**config.mk**
```make
export PLATFORM = sky130hd
export DESIGN_NAME = rg_round_ctrl
export DESIGN_NICKNAME = d
export VERILOG_FILES = /design/src/rtl/rg_pkg.sv /design/src/rtl/rg_tick_gen.sv /design/src/rtl/rg_lfsr.sv /design/src/rtl/rg_period_lut.sv /design/src/rtl/rg_round_timer.sv /design/src/rtl/rg_round_ctrl.sv
export SDC_FILE = /design/constraint.sdc
export NUM_CORES = 1
export LEC_CHECK = 0
export BUFFER_PORTS_ARGS = -buffer_cell sky130_fd_sc_hd__buf_4
export CORE_MARGIN = 2
export CORE_UTILIZATION = 25
export CTS_CLUSTER_DIAMETER = 50
export DETAILED_ROUTE_END_ITERATION = 16
export PLACE_DENSITY_LB_ADDON = 0.25
export SYNTH_ARGS = -nofsm -noshare
export SYNTH_HDL_FRONTEND = slang
export SYNTH_HIERARCHICAL = 1
export SYNTH_SLANG_ARGS = --single-unit
export TNS_END_PERCENT = 10
```
**constraint.sdc**
```tcl
create_clock -name clk -period 5.8 [get_ports clk]
set_clock_uncertainty 0.05 [all_clocks]
set_input_delay 0.87 -clock clk [delete_from_list [all_inputs] [get_ports clk]]
set_output_delay 0.87 -clock clk [all_outputs]
set_load 0.02 [all_outputs]
```
**src/rtl/rg_pkg.sv**
```systemverilog
package rg_pkg;
  localparam int NTGT   = 4;
  localparam int CODE_W = 2;

  typedef logic [CODE_W-1:0] code_t;

  typedef struct packed {
    logic  vld;
    code_t code;
  } press_t;
endpackage

```
**src/rtl/rg_tick_gen.sv**
```systemverilog
module rg_tick_gen #(
  parameter int DIV = 125000
) (
  input  logic clk,
  input  logic rst,
  output logic tick_o
);
  localparam int PW = (DIV > 1) ? $clog2(DIV) : 1;

  generate
    if (DIV == 1) begin : g_pass
      assign tick_o = 1'b1;
    end else begin : g_div
      logic [PW-1:0] pcnt_q;
      logic          wrap;

      assign wrap   = (pcnt_q == PW'(DIV - 1));
      assign tick_o = wrap;

      always_ff @(posedge clk) begin
        if (rst) pcnt_q <= '0;
        else if (wrap) pcnt_q <= '0;
        else pcnt_q <= pcnt_q + 1'b1;
      end
    end
  endgenerate
endmodule

```
**src/rtl/rg_lfsr.sv**
```systemverilog
module rg_lfsr #(
  parameter int              W    = 15,
  parameter logic [W-1:0]    SEED = 1
) (
  input  logic         clk,
  input  logic         rst,
  input  logic         step_i,
  output logic [W-1:0] state_o
);
  logic [W-1:0] st_q;
  logic         fb;

  assign fb      = (st_q == '0) ? 1'b1 : (st_q[W-1] ^ st_q[W-2]);
  assign state_o = st_q;

  always_ff @(posedge clk) begin
    if (rst) st_q <= SEED;
    else if (step_i) st_q <= {st_q[W-2:0], fb};
  end
endmodule

```
**src/rtl/rg_period_lut.sv**
```systemverilog
module rg_period_lut #(
  parameter int NPOS  = 12,
  parameter int CNT_W = 12,
  parameter int BASE  = 2000,
  parameter int STEP  = 150
) (
  input  logic [$clog2(NPOS)-1:0] pos_i,
  output logic [CNT_W-1:0]        reload_o
);
  logic [CNT_W-1:0] tbl [NPOS];

  genvar gi;
  generate
    for (gi = 0; gi < NPOS; gi++) begin : g_ent
      assign tbl[gi] = CNT_W'(BASE - gi * STEP - 1);
    end
  endgenerate

  always_comb begin
    reload_o = tbl[0];
    for (int i = 0; i < NPOS; i++)
      if (pos_i == ($clog2(NPOS))'(i)) reload_o = tbl[i];
  end
endmodule

```
**src/rtl/rg_round_timer.sv**
```systemverilog
module rg_round_timer #(
  parameter int CNT_W = 12,
  parameter int INIT  = 1999
) (
  input  logic             clk,
  input  logic             rst,
  input  logic             tick_i,
  input  logic [CNT_W-1:0] reload_i,
  output logic             expire_o
);
  logic [CNT_W-1:0] cnt_q;

  assign expire_o = tick_i && (cnt_q == '0);

  always_ff @(posedge clk) begin
    if (rst) cnt_q <= CNT_W'(INIT);
    else if (tick_i) cnt_q <= (cnt_q == '0) ? reload_i : cnt_q - 1'b1;
  end
endmodule

```
**src/rtl/rg_round_ctrl.sv**
```systemverilog
module rg_round_ctrl #(
  parameter int                 NPOS       = 12,
  parameter int                 CNT_W      = 12,
  parameter int                 TICK_DIV   = 125000,
  parameter int                 BASE_TICKS = 2000,
  parameter int                 STEP_TICKS = 150,
  parameter int                 LFSR_W     = 15,
  parameter logic [LFSR_W-1:0]  LFSR_SEED  = 15'h1
) (
  input  logic                    clk,
  input  logic                    rst,
  input  logic [rg_pkg::NTGT-1:0] btn_i,
  output logic [rg_pkg::NTGT-1:0] target_o,
  output logic [NPOS-1:0]         score_o,
  output logic                    round_end_o
);
  import rg_pkg::*;

  localparam int POS_W  = $clog2(NPOS);
  localparam int TAP_HI = 7;
  localparam int TAP_LO = 2;

  logic              tick, expire;
  logic [LFSR_W-1:0] lfsr;
  logic [POS_W-1:0]  pos_q, pos_d;
  logic [CNT_W-1:0]  reload;
  code_t             tgt_q, tgt_d, press_code;
  logic              press_any, hit;
  press_t            cap_q;

  rg_tick_gen #(.DIV(TICK_DIV)) u_tick (
    .clk(clk), .rst(rst), .tick_o(tick)
  );

  rg_round_timer #(.CNT_W(CNT_W), .INIT(BASE_TICKS - 1)) u_timer (
    .clk(clk), .rst(rst), .tick_i(tick), .reload_i(reload), .expire_o(expire)
  );

  rg_period_lut #(.NPOS(NPOS), .CNT_W(CNT_W), .BASE(BASE_TICKS), .STEP(STEP_TICKS)) u_lut (
    .pos_i(pos_d), .reload_o(reload)
  );

  rg_lfsr #(.W(LFSR_W), .SEED(LFSR_SEED)) u_lfsr (
    .clk(clk), .rst(rst), .step_i(expire), .state_o(lfsr)
  );

  always_comb begin
    press_code = '0;
    for (int i = NTGT - 1; i >= 0; i--)
      if (btn_i[i]) press_code = code_t'(i);
  end
  assign press_any = |btn_i;

  assign hit   = cap_q.vld && (cap_q.code == tgt_q);
  assign tgt_d = {lfsr[TAP_HI], lfsr[TAP_LO]};

  always_comb begin
    pos_d = pos_q;
    if (hit) begin
      if (pos_q != POS_W'(NPOS - 1)) pos_d = pos_q + 1'b1;
    end else begin
      if (pos_q != '0) pos_d = pos_q - 1'b1;
    end
  end

  always_ff @(posedge clk) begin
    if (rst) begin
      pos_q       <= '0;
      score_o     <= NPOS'(1);
      tgt_q       <= '0;
      target_o    <= NTGT'(1);
      cap_q       <= '0;
      round_end_o <= 1'b0;
    end else begin
      round_end_o <= expire;
      if (expire) begin
        pos_q    <= pos_d;
        score_o  <= NPOS'(1) << pos_d;
        tgt_q    <= tgt_d;
        target_o <= NTGT'(1) << tgt_d;
      end
      if (press_any) cap_q <= '{vld: 1'b1, code: press_code};
      else if (expire) cap_q.vld <= 1'b0;
    end
  end
endmodule

```
## After elaboration in Yosys (flattened, before gate mapping)

Cells that the tools add are included.

- Divide/modulo/power cells: 0
- Reduce and logical (&&, ||, !) cells: 8
- $add $sub $neg: 4
- Shift operators: 2
- Bitwise logic cells: 1
- Equality and inequality tests: 14
- Multiplexer cells: 22
- Multipliers: 0
- Magnitude comparators: 0

Operators by type and width:

| kind | number |
|---|---|
| $mux 11 | 5 |
| $mux 10 | 3 |
| $mux 9 | 2 |
| $add 17x1->17 const B | 1 |
| $eq 17x17->1 const B | 1 |
| $eq 4x3->1 const B | 4 |
| $eq 4x4->1 const B | 4 |
| $logic_not 15->1 | 1 |
| $logic_not 12->1 | 1 |
| $mux 12 | 1 |
| $mux 4 | 3 |
| $shl 1x4->12 const A | 1 |
| $sub 12x1->12 const B | 1 |
| $eq 4x2->1 const B | 2 |
| $mux 2 | 4 |
| $mux 8 | 1 |
| $add 4x1->4 const B | 1 |
| $eq 4x1->1 const B | 1 |
| $ne 4x4->1 const B | 1 |
| $reduce_bool 4->1 | 1 |
| $reduce_or 4->1 | 1 |
| $shl 1x2->4 const A | 1 |
| $sub 4x1->4 const B | 1 |
| $mux 1 | 3 |
| other kinds (5) | 6 |

- Bits in latches: 0
- RAM bits: 0
- Output and inout port bits: 17
- Memories kept: 0
- Flip-flop bits (word level): 70
- Input port bits: 6
- ROM bits: 0

## Depth between registers and ports, before layout

Gate-level depths: netlist of the first run.

- Depth after elaboration: 16
- Gate-level depth with buffers: 13
- Gate-level depth less buffers: 12

## Modules after synthesis

The synthesis of the first run kept the hierarchy.

By module, submodules not included:

| module | times used | area each (um^2) | cells each | sequential area each (um^2) |
|---|---|---|---|---|
| rg_round_ctrl | 1 | 1288.7 | 151 | 520.5 |
| rg_tick_gen | 1 | 800.8 | 90 | 340.3 |
| rg_round_timer | 1 | 772.0 | 93 | 240.2 |
| rg_lfsr | 1 | 603.1 | 56 | 300.3 |
| rg_period_lut | 1 | 282.8 | 37 | 0.0 |

## Worst setup path after synthesis of the first run

OpenSTA, ideal clock, no wires.

- Path kind: reg-to-reg
- From: register u_tick.g_div.pcnt_q[12]
- To: register score_o[4]
- Cell stages (with the launch flop): 8
- Path buffers: 1
- Period minus slack after synthesis: 3.304 ns
- Slack: 2.496 ns
- Required time: 5.663 ns
- Data arrival time: 3.167 ns
- Setup time: 0.087 ns
- Cells stage by stage: dfxtp_1 > or4_4 > nor4_1 > nor4b_1 > nor4b_2 > buf_1 > o221ai_1 > o31ai_1

- Word-level cells in the longest chain between the ends: 2

RTL lines:

| what | RTL line | source |
|---|---|---|
| start, declared | rg_tick_gen.sv:14 | `logic [PW-1:0] pcnt_q;` |
| start signal, assigned | rg_tick_gen.sv:23 | `else pcnt_q <= pcnt_q + 1'b1;` |
| $eq 17x17->1 | rg_tick_gen.sv:17 | `assign wrap = (pcnt_q == PW'(DIV - 1));` |
| net tick | rg_round_ctrl.sv:23 | `logic tick, expire;` |
| $logic_and 1x1->1 | rg_round_timer.sv:13 | `assign expire_o = tick_i && (cnt_q == '0);` |
| net expire | rg_round_ctrl.sv:23 |  |
| end signal, assigned | rg_round_ctrl.sv:78 | `score_o <= NPOS'(1) << pos_d;` |
| end, declared | rg_round_ctrl.sv:14 | `output logic [NPOS-1:0] score_o,` |

The timed path passes the listed nets, and every way through them passes these cells.
A chain may end at the register's enable or synchronous reset.

## Final worst setup path of the first run

- From: register u_tick.g_div.pcnt_q[8]
- To: register target_o[0] in the netlist's numbering

- Word-level cells in the longest chain between the ends: 2

RTL lines:

| what | RTL line | source |
|---|---|---|
| $eq 17x17->1 | rg_tick_gen.sv:17 |  |
| net tick | rg_round_ctrl.sv:23 |  |
| $logic_and 1x1->1 | rg_round_timer.sv:13 |  |
| net expire | rg_round_ctrl.sv:23 |  |
| end signal, assigned | rg_round_ctrl.sv:80 | `target_o <= NTGT'(1) << tgt_d;` |
| end, declared | rg_round_ctrl.sv:13 | `output logic [rg_pkg::NTGT-1:0] target_o,` |

The timed path passes the listed nets, and every way through them passes these cells.

==> summary.md, run 1 <==
| Metric | Value |
|---|---|
| Buffers & Inverters on Critical Path | 3 |
| CTS clk-pin slew, worst paths | 60 ps |
| Fmax | 281 MHz |
| Fin Hold WS | 414 ps |
| VDD IR max | 0.134 mV |
| Final core occ | 29.9% |
| Period utilization | 61.4% |
| Rel. slew slack | 40.6% |
| Fin Setup TNS | 0 ps |
| Synth Cell Area | 3750 µm² |
| Synth area leader | dfxtp_1 |
| Post-synth EDFFs | 0 |
| Synthesis-stage register bit count | 70 |
| Area Growth Syn to Fin | 16.5% |
| Total Nets Final | 453 |
| Final wirelength | 8480 µm |
| Tmin final | 3560 ps |
| Clock Tree Buf Depth | 2 |
| Clk Latency, worst-skew pair | 340 ps |
| Worst-margin pin slew | 888 ps |
| Postcts setup bufs | 0 |
| Antenna violations before repair | 0 |
| Count of different cell masters after synthesis | 66 |
| Die Y | 126 µm |
| WL/cell | 13.5 µm |
| Crit path DAT | 3710 ps |
| Global route total overflow | 0 |
| Final total power | 1.14 mW |
| Core Rows | 44 |
| Post-DP Area | 4030 µm² |
| Worst endpoint required time | 5950 ps |
| CORE AREA | 14600 µm² |
| Gpl congestion | 0.813 |
| Die width | 126 µm |
| Max-cap violations | 0 |
| Vias | 3125 |
| RSZ-0062 raised after global routing | no |
| CTS-repair resized insts | 0 |
| Worst min-delay path class | flop to flop |
| Crit path cell chain | nor4b_1 > nand3b_1 > nor4_2 > buf_4 > nor4b_1 > nor4b_4 > buf_4 > inv_1 > a21oi_1 > o31ai_1 |
| Worst setup SP type | flop |
| Slowest CP cell | nor4b_1 |
| Cell area after layout | 4360 µm² |
| Root Buffer | clkbuf_16 |
| Post-DRT Antenna Nets | 0 |
| Post-Syn Nets | 439 |
| Status | finished clean |
| Crit path kind | flop to flop |
| Top delay family on crit path | simple AND/OR/NAND/NOR gates |
| Via density per instance | 4.96 |
| Final Max Slew Viols | 0 |
| Layout cell share with drive strength beyond 1 | 14.1% |
| Final setup margin | 2240 ps |
| DR iter-0 viols | 122 |
| Largest net degree at the start of global routing | 58 |
| Pwr Density | 260 nW/µm² |
| Cts bufs inserted | 9 |
| Critical Path Fanout Max | 33 |
| Layout Cells excl Fill | 630 |
| Avg Synthesized Cell Area | 8.78 µm² |
| Synth area leaders | dfxtp_1 37%, nor2_1 5.2%, mux2i_1 4.8%, xnor2_1 4.2%, nand3_1 3.3% |
| CTS H-tree lvls | 3 |
| Initial Util | 25.7% |
| Leakage | 1.48 nW |
| Gr usage total | 11.0% |
| Fillers | 1525 |
| First-pass GRT wire length | 14800 µm |
| Seq/Total Area, Yosys | 37.4% |
| HPWL Detailed | 5790 µm |
| Most frequent cell after synthesis | dfxtp_1 |
| Worst Setup End Kind | flop |
| Clk sinks | 70 |
| Cts hold-fix bufs | 0 |
| Port Buffers | 22 |
| DRC violations left | 0 |
| DP Cell Count | 614 |
| Final hold vios | 0 |
| Synth Instances | 427 |
| Pre-CTS setup slack | 2270 ps |
| Antenna cells | 0 |
| Share of flip-flops with an asynchronous set or reset | 0% |
| Syn. warnings | 6 |
| Post-synth top cells | 70 x dfxtp_1, 52 x nor2_1, 33 x nand2_1, 25 x nand3_1 |
| Die area | 16000 µm² |
| Yosys top cell area share | 37.4% |
| Top FF cell, synth | dfxtp_1 |
| CTS tree | yes |
| Vias in the first global route | 3096 |
| TritonRoute pass-1 iters | 4 |
| Endpoints failing setup | 0 |
| Top Ports | 23 |
| CP peak stage delay | 510 ps |
-- tightest hold or removal path, cell delays in order, from the launching register on --
cell and delay (ps):
dfxtp_1 310, nand2_1 60, a21oi_1 50
-- layer usage --
metal  GRT usage [%]  vias to the layer above  wire length (µm)
met1            15.2                     1477              4380
met4            3.75                        0               110
met3            2.40                       10               262
met2            17.1                       51              3720
li1                -                     1587                 -
met5               0                        -                 0
-- state kept, by name (all words and copies together) (netlist names) --
register / cells
score_o: 12
u_timer/cnt_q: 12
cap_q: 3
u_lfsr/state_o: 15
u_tick/g_div.pcnt_q: 17
pos_q: 4
tgt_q: 2
target_o: 4
round_end_o: 1
-- final cells by class --
type                       instances  area [µm²]  area share [%]
tap                              184         230            5.28
timing repair buffer              25         188            4.30
clock buffer                      10         239            5.48
inverter                          18        67.6            1.55
clock inverter                     6        92.6            2.12
sequential                        70        1400            32.1
multi-input combinational        317        2150            49.2
-- final timing paths --
path                                          start                  endpoint  slack [ps]  cells past startpoint
hold / removal             target_o[3]$_SDFFE_PP0P_  target_o[3]$_SDFFE_PP0P_         410                      2
hold reg to reg            target_o[3]$_SDFFE_PP0P_  target_o[3]$_SDFFE_PP0P_         410                      2
setup / recovery  u_tick/g_div.pcnt_q[8]$_SDFF_PP0_  target_o[0]$_SDFFE_PP1P_        2240                     10
setup reg to reg  u_tick/g_div.pcnt_q[8]$_SDFF_PP0_  target_o[0]$_SDFFE_PP1P_        2240                     10
-- power by group --
part           total (mW)  internal, mW  switching (mW)
logic              0.0395        0.0148          0.0247
registers           0.488         0.484         0.00409
clock network       0.609         0.390           0.219
total                1.14         0.889           0.247
-- cell usage in the layout (no fill, tap or decap), drive strengths merged, types with 3 or more instances in the layout --
master / instances
a211oi: 5
a21oi: 18
buf: 25
clkbuf: 10
dfxtp: 70
ha: 6
inv: 19
mux2: 3
mux2i: 18
nand2: 33
nand2b: 4
nand3: 25
nand3b: 4
nand4: 12
nor2: 52
nor3: 15
nor3b: 8
nor4: 14
nor4b: 6
o21ai: 3
o31ai: 6
o32ai: 7
o41ai: 4
or3: 4
or4: 7
xnor2: 18
xor2: 6
-- cells by family (layout without fill, tap and decap cells) --
family	Yosys count	in the layout	share of synthesized area [%]
XOR/XNOR	24	24	5.61
adder cells (fa/ha/maj)	6	6	2.00
buffers and inverters	40	59	5.74
flip-flops	70	70	37.4
AND/OR/NAND/NOR	197	197	29.6
other	2	2	0.200
multiplexers	21	21	5.81
AO/OA/AOI/OAI	67	67	13.6
Power figures use the tool's default switching activity.
==> run 2, diff against run 1 <==
--- a/config.mk
+++ b/config.mk
@@ -5,6 +5,7 @@
 export SDC_FILE = /design/constraint.sdc
 export NUM_CORES = 1
 export LEC_CHECK = 0
+export ABC_AREA = 1
 export BUFFER_PORTS_ARGS = -buffer_cell sky130_fd_sc_hd__buf_4
 export CORE_MARGIN = 2
 export CORE_UTILIZATION = 25
==> constraint.sdc (replaced) <==
create_clock -name clk -period 3.24 [get_ports clk]
set_clock_uncertainty 0.05 [all_clocks]
set_input_delay 0.486 -clock clk [delete_from_list [all_inputs] [get_ports clk]]
set_output_delay 0.486 -clock clk [all_outputs]
set_load 0.02 [all_outputs]
==> run 2 against run 1 <==
Against the previous run: setup slack got worse by 1500 ps; synthesized area increased by 4.8%; global-route usage increased by 0.21 points; critical path depth increased by 2; synthesized cell count increased by 40%; sequential power increased by 78%; sequential share of layout area decreased by 1.3 points; worst hold slack got worse by 140 ps; die area increased by 4.7%; maximum frequency increased by 44%; via count increased by 17%; critical endpoint is now tgt_q[1]$_SDFFE_PP0P_; largest cell class unchanged.
==> summary.md, run 2 <==
| Metric | Value |
|---|---|
| Cts hold-fix bufs | 0 (unchanged) |
| Root Buffer | clkbuf_16 (unchanged) |
| Synth Cell Area | 3930 µm² (was 3750 µm²) |
| Metal1 wirelength | 4380 µm (about the same) |
| Share of flip-flops with an asynchronous set or reset | 0% (unchanged) |
| Final setup margin | 776 ps (was 2240 ps) |
| Global route total overflow | 0 (unchanged) |
| Metal3 WL | 374 µm (was 262 µm) |
| Max reg flops | 17 (unchanged) |
| Period utilization | 76.0% (was 61.4%) |
| Post-Syn Nets | 610 (was 439) |
| DRC violations left | 0 (unchanged) |
| Final wirelength | 8830 µm (was 8480 µm) |
| Synth area leaders | dfxtp_1 36%, nand2_1 16%, nor2_1 8.8%, nand3_1 6.2%, a21oi_1 5.4% (was dfxtp_1 37%, nor2_1 5.2%, mux2i_1 4.8%, xnor2_1 4.2%, nand3_1 3.3%) |
| Synthesis-stage register bit count | 70 (unchanged) |
| Count of different cell masters after synthesis | 44 (was 66) |
| Most frequent cells in the layout | 164 x nand2_1, 92 x nor2_1, 70 x dfxtp_1 (was 70 x dfxtp_1, 52 x nor2_1, 33 x nand2_1) |
| Via density per instance | 4.39 (was 4.96) |
| Final hold vios | 0 (unchanged) |
| Rel. slew slack | 53.5% (was 40.6%) |
| Clk sinks | 70 (unchanged) |
| Worst min-delay path class | input pin to flop (was flop to flop) |
| Synth area leader | dfxtp_1 (unchanged) |
| Critical Path Fanout Max | 33 (unchanged) |
| Total Nets Final | 629 (was 453) |
| CTS tree | yes (unchanged) |
| Port Buffers | 22 (unchanged) |
| Area Growth Syn to Fin | 15.7% (was 16.5%) |
| Pwr Density | 423 nW/µm² (was 260 nW/µm²) |
| Layout cell share with drive strength beyond 1 | 13.4% (was 14.1%) |
| Worst endpoint required time | 3370 ps (was 5950 ps) |
| Biggest register | u_tick/g_div.pcnt_q (unchanged) |
| Leakage | 1.87 nW (was 1.48 nW) |
| Top FF cell, synth | dfxtp_1 (unchanged) |
| Final Max Slew Viols | 0 (unchanged) |
| Most frequent cell after synthesis | nand2_1 (was dfxtp_1) |
| Post-DRT Antenna Nets | 0 (unchanged) |
| Fin Setup TNS | 0 ps (unchanged) |
| Top sig layer | met4 (unchanged) |
| Largest net degree at the start of global routing | 46 (was 58) |
| Vias in the first global route | 3343 (was 3096) |
| Pre-CTS setup slack | 794 ps (was 2270 ps) |
| Avg Synthesized Cell Area | 6.57 µm² (was 8.78 µm²) |
| DR iter-0 viols | 157 (was 122) |
| Clock Tree Buf Depth | 2 (unchanged) |
| Synth Instances | 598 (was 427) |
| Core Rows | 45 (was 44) |
| Fmax | 406 MHz (was 281 MHz) |
| Antenna cells | 0 (unchanged) |
| WL/cell | 10.6 µm (was 13.5 µm) |
| Vias | 3650 (was 3125) |
| First-pass GRT wire length | 15300 µm (was 14800 µm) |
| HPWL Detailed | 6320 µm (was 5790 µm) |
| VDD IR max | 0.276 mV (was 0.134 mV) |
| Post-synth top cells | 164 x nand2_1, 92 x nor2_1, 70 x dfxtp_1, 56 x inv_1, 49 x nand3_1 (was 70 x dfxtp_1, 52 x nor2_1, 33 x nand2_1, 25 x nand3_1) |
| CORE AREA | 15300 µm² (was 14600 µm²) |
| Die area | 16700 µm² (was 16000 µm²) |
| Gr usage total | 11.2% (was 11.0%) |
| TritonRoute pass-1 iters | 4 (unchanged) |
| Top Ports | 23 (unchanged) |
| Die Y | 129 µm (was 126 µm) |
| CTS-repair resized insts | 0 (unchanged) |
| CTS clk-pin slew, worst paths | 60 ps (about the same) |
| Clk Latency, worst-skew pair | 330 ps (was 340 ps) |
| Yosys top cell area share | 35.7% (was 37.4%) |
| Crit path DAT | 2600 ps (was 3710 ps) |
| Antenna violations before repair | 0 (unchanged) |
| Cts bufs inserted | 9 (unchanged) |
| CTS H-tree lvls | 3 (unchanged) |
| Initial Util | 25.7% (about the same) |
| Worst-margin pin slew | 696 ps (was 888 ps) |
| Status | finished clean (unchanged) |
| Crit path kind | flop to flop (unchanged) |
| Worst Setup End Kind | flop (unchanged) |
| Postcts setup bufs | 0 (unchanged) |
| Gpl congestion | 0.830 (was 0.813) |
| Final core occ | 29.8% (was 29.9%) |
| Tmin final | 2460 ps (was 3560 ps) |
| Worst setup SP type | flop (unchanged) |
| RSZ-0062 raised after global routing | no (unchanged) |
| Seq/Total Area, Yosys | 35.7% (was 37.4%) |
| Post-synth EDFFs | 0 (unchanged) |
| Syn. warnings | 6 (unchanged) |
| Die width | 129 µm (was 126 µm) |
| Most common cell after layout, fill and taps aside | nand2_1 (was dfxtp_1) |
| Max-cap violations | 0 (unchanged) |
| Endpoints failing setup | 0 (unchanged) |
| WL met2 | 3970 µm (was 3720 µm) |
## run 2: changes by cell type after synthesis, moves of 9 or more
cell,before,now
inv_1,18,56
o21ai_0,3,18
nor4_1,10,1
nand3_1,25,49
nor2_1,52,92
xnor2_1,18,4
nand2_1,33,164
a21oi_1,18,42
nand2_2,0,15
mux2i_1,18,0
nor3_1,15,4
## run 2: report_power, final
part | leakage, nW | total [mW] | internal, mW | switching, mW
clock | 0.137 | 0.967 | 0.590 | 0.377
sequential | 0.565 | 0.870 | 0.866 | 0.00426
combinational | 1.17 | 0.0849 | 0.0243 | 0.0606
total | 1.87 | 1.92 | 1.48 | 0.442
## run 2: worst max-delay path, stage by stage, from the launching register on
cell and delay [ps]:
dfxtp_1 370, ha_1 160, nand2_1 70, inv_1 60, nand2_1 40, nor2_1 120
nand2_2 110, inv_1 120, nand3_4 100, clkinv_4 230, inv_1 380, o21ai_0 430
a21oi_1 80
## run 2: area by class of cell
cell class,count,area [µm²]
clock buffers,9,225
clock inverters,6,63.8
fillers,1671,10700
inverters,64,248
multi-input cells,449,2170
flip-flops and latches,70,1400
well taps,211,264
repair buffers,23,173
## run 2: worst paths after layout
path                                     startpoint                           endpoint  slack [ps]  cells past startpoint
setup / recovery  u_tick/g_div.pcnt_q[0]$_SDFF_PP0_              tgt_q[1]$_SDFFE_PP0P_         780                     12
hold / removal                             btn_i[0]              cap_q[1]$_SDFFE_PP0P_         280                      2
hold reg to reg   u_tick/g_div.pcnt_q[0]$_SDFF_PP0_  u_tick/g_div.pcnt_q[0]$_SDFF_PP0_         420                      1
setup reg to reg  u_tick/g_div.pcnt_q[0]$_SDFF_PP0_              tgt_q[1]$_SDFFE_PP0P_         780                     12
## run 2: cells by family (layout without fill, tap and decap cells)
family                     Yosys count  count (layout)  synth area share, %
other                                2               2                0.191
xor gates and xnor gates             7               7                 1.56
DFF                                 70              70                 35.7
and+or+nand+nor                    358             358                 41.0
adders and majority gates            6               6                 1.91
buffers and inverters               79             102                 9.08
AOI/OAI and AO/OA                   76              76                 10.6
## run 2: routing by layer
layer,global-route usage (%),up-vias
met5,0,-
met4,4.22,0
met3,2.68,10
met2,18.4,65
met1,14.4,1633
li1,-,1942
## run 2: metrics by stage
step	total power, mW	hold WS (ps)	cell area [µm²]	std cells
final	1.92	277	4550	832
after global routing	2.01	274	4550	832
after CTS	1.95	262	4550	832
after detailed placement	0.974	414	4260	817
after global placement	0.973	398	4260	817
after floorplan	0.952	383	3930	598
==> run 3, diff against run 2 <==
==> constraint.sdc (replaced) <==
create_clock -name clk -period 2.3 [get_ports clk]
set_clock_uncertainty 0.05 [all_clocks]
set_input_delay 0.345 -clock clk [delete_from_list [all_inputs] [get_ports clk]]
set_output_delay 0.345 -clock clk [all_outputs]
set_load 0.02 [all_outputs]
==> run 3 against run 2 <==
Against the previous run: setup slack lost 590 ps; wire length grew 3.0%; cell count rose by 0.84%; combinational power is 43% higher; maximum frequency grew 17%; first-iteration DRC count increased by 0.64%; critical path type unchanged; largest cell class unchanged; highest routed layer unchanged.
==> summary.md, run 3 (synthesized netlist as in run 2, its figures left out) <==
| Metric | Value |
|---|---|
| Fin Setup TNS | 0 ps (unchanged) |
| TritonRoute pass-1 iters | 4 (unchanged) |
| Fillers | 1687 (was 1671) |
| Status | finished clean (unchanged) |
| Root Buffer | clkbuf_16 (unchanged) |
| HPWL Detailed | 6640 µm (was 6320 µm) |
| GRT busiest layer | met2 (unchanged) |
| Gr usage total | 11.7% (was 11.2%) |
| DR iter-0 viols | 158 (was 157) |
| DP Cell Count | 823 (was 817) |
| Worst-margin pin slew | 501 ps (was 696 ps) |
| Final hold vios | 0 (unchanged) |
| Antenna cells | 0 (unchanged) |
| Tmin final | 2110 ps (was 2460 ps) |
| Max-cap violations | 0 (unchanged) |
| Vias | 3673 (was 3650) |
| Global route total overflow | 0 (unchanged) |
| Met1 GRT Util | 15.3% (was 14.4%) |
| Rel. slew slack | 66.6% (was 53.5%) |
| Worst min-delay path class | input pin to flop (unchanged) |
| Antenna violations before repair | 0 (unchanged) |
| Crit path cell chain | inv_2 > ha_2 > inv_1 > nand2_1 > nand2_1 > nand2_1 > nand2_4 > inv_2 > nand2_1 > nor2_2 > nand2_1 > nand2_1 > inv_1 > o21ai_0 > o21ai_1 (was ha_1 > nand2_1 > inv_1 > nand2_1 > nor2_1 > nand2_2 > inv_1 > nand3_4 > clkinv_4 > inv_1 > o21ai_0 > a21oi_1) |
| Area Growth Syn to Fin | 17.4% (was 15.7%) |
| Die Y | 129 µm (unchanged) |
| Most common cell after layout, fill and taps aside | nand2_1 (unchanged) |
| Most frequent cells in the layout | 164 x nand2_1, 92 x nor2_1, 68 x dfxtp_1 (was 164 x nand2_1, 92 x nor2_1, 70 x dfxtp_1) |
| WL/cell | 10.8 µm (was 10.6 µm) |
| Die width | 129 µm (unchanged) |
| Critical Path Fanout Max | 12 (was 33) |
| CTS H-tree lvls | 3 (unchanged) |
| Crit path kind | flop to flop (unchanged) |
| Final wirelength | 9090 µm (was 8830 µm) |
| Gpl congestion | 0.839 (was 0.830) |
| Max reg flops | 17 (unchanged) |
| Worst setup SP type | flop (unchanged) |
| Port Buffers | 22 (unchanged) |
| Final total power | 2.66 mW (was 1.92 mW) |
| CTS clk-pin slew, worst paths | 60 ps (about the same) |
| Layout cell share with drive strength beyond 1 | 15.3% (was 13.4%) |
| Layout Cells excl Fill | 839 (was 832) |
| Endpoints failing setup | 0 (unchanged) |
| End of the worst register-to-register path | u_timer/cnt_q[8]$_SDFFE_PP1P_ (was tgt_q[1]$_SDFFE_PP0P_) |
| Fmax | 474 MHz (was 406 MHz) |
| Leakage | 1.90 nW (was 1.87 nW) |
| Period utilization | 91.7% (was 76.0%) |
| R2R Path Start | pos_q[0]$_SDFFE_PP0P_ (was u_tick/g_div.pcnt_q[0]$_SDFF_PP0_) |
| Met3 Use GR | 3.01% (was 2.68%) |
| Via density per instance | 4.38 (was 4.39) |
| Reg2Reg Depth | 15 (was 12) |
| CTS tree | yes (unchanged) |
| CP peak stage delay | 420 ps (was 430 ps) |
| CORE AREA | 15300 µm² (unchanged) |
| M2 GR Usage | 18.8% (was 18.4%) |
| Cts bufs inserted | 9 (unchanged) |
| Die area | 16700 µm² (unchanged) |
| Clk Latency, worst-skew pair | 330 ps (about the same) |
| Clock Tree Buf Depth | 2 (unchanged) |
| CP dominant cell by count | nand2_1 (was inv_1) |
| VDD IR max | 0.402 mV (was 0.276 mV) |
| Cts hold-fix bufs | 0 (unchanged) |
| First-pass GRT wire length | 15900 µm (was 15300 µm) |
| Initial Util | 25.7% (unchanged) |
| Crit path DAT | 2270 ps (was 2600 ps) |
| RSZ-0062 raised after global routing | yes (was no) |
| Clk sinks | 70 (unchanged) |
| Crit path from | pos_q[0]$_SDFFE_PP0P_ (was u_tick/g_div.pcnt_q[0]$_SDFF_PP0_) |
| Setup crit end | u_timer/cnt_q[8]$_SDFFE_PP1P_ (was tgt_q[1]$_SDFFE_PP0P_) |
| R2R Setup Slk | 190 ps (was 780 ps) |
| Final core occ | 30.2% (was 29.8%) |
| Worst endpoint required time | 2460 ps (was 3370 ps) |
| Cell area after layout | 4610 µm² (was 4550 µm²) |
| Pwr Density | 577 nW/µm² (was 423 nW/µm²) |
| Core Rows | 45 (unchanged) |
| Worst Setup End Kind | flop (unchanged) |
| Biggest register | u_tick/g_div.pcnt_q (unchanged) |
| Post-DRT Antenna Nets | 0 (unchanged) |
| Vias in the first global route | 3393 (was 3343) |
| Top Ports | 23 (unchanged) |
| Total Nets Final | 635 (was 629) |
| Final Max Slew Viols | 0 (unchanged) |
| Largest net degree at the start of global routing | 46 (unchanged) |
| Slowest CP cell | dfxtp_2 (was o21ai_0) |
| DRC violations left | 0 (unchanged) |
| Post-DP Area | 4310 µm² (was 4260 µm²) |
==> run 3: what timing repair did <==
action,in CTS,in global routing
endpoints found under the setup margin,1,13
pin swaps,0,1
resized for setup,1,7
buffers inserted,0,0
==> run 3: worst min path at each step <==
stage | start | to | slack (ps) | cells past startpoint
finish | btn_i[0] | cap_q[1]$_SDFFE_PP0P_ | 140 | 2
global route | btn_i[0] | cap_q[1]$_SDFFE_PP0P_ | 140 | 2
CTS | btn_i[0] | cap_q[1]$_SDFFE_PP0P_ | 130 | 2
detailed placement | u_tick/g_div.pcnt_q[0]$_SDFF_PP0_ | u_tick/g_div.pcnt_q[0]$_SDFF_PP0_ | 400 | 1
global placement | u_tick/g_div.pcnt_q[0]$_SDFF_PP0_ | u_tick/g_div.pcnt_q[0]$_SDFF_PP0_ | 400 | 1
floorplan | rst | u_lfsr/state_o[11]$_SDFFE_PP0P_ | 360 | 1
==> run 3: area by class of cell <==
cell class	count	area (µm²)	area share, %
multi-input cells	449	2180	47.2
flip-flops and latches	70	1410	30.5
well taps	211	264	5.72
clock buffers	11	253	5.48
inverters	64	250	5.42
repair buffers	29	230	4.99
clock inverters	5	33.8	0.732
==> run 3: report_power, final <==
| group | internal (mW) | switching [mW] |
|---|---|---|
| clock | 0.786 | 0.529 |
| combinational | 0.0363 | 0.0849 |
| sequential | 1.22 | 0.00613 |
==> run 3: layer usage <==
layer | share of wire [%] | vias to the layer above | wire [µm]
li1 | - | 1956 | -
met5 | 0 | - | 0
met2 | 45 | 62 | 4090
met3 | 4.0 | 8 | 363
met1 | 50 | 1647 | 4550
met4 | 1.0 | 0 | 91
==> run 3: metrics by stage <==
stage / setup slack (ps) / hold WS (ps)
4_1_cts: 66.9 / 130
3_3_place_gp: 54.6 / 397
5_1_grt: -6.29 / 137
2_1_floorplan: 188 / 364
6_report: 190 / 140
3_5_place_dp: 9.43 / 403
==> run 3: worst max-delay path: cells and delay by family (launching register included) <==
family | cells | cell delay (ps)
adders and majority gates | 1 | 350
buffers and inverters | 4 | 310
AOI/OAI and AO/OA | 2 | 230
DFF | 1 | 420
and+or+nand+nor | 8 | 640
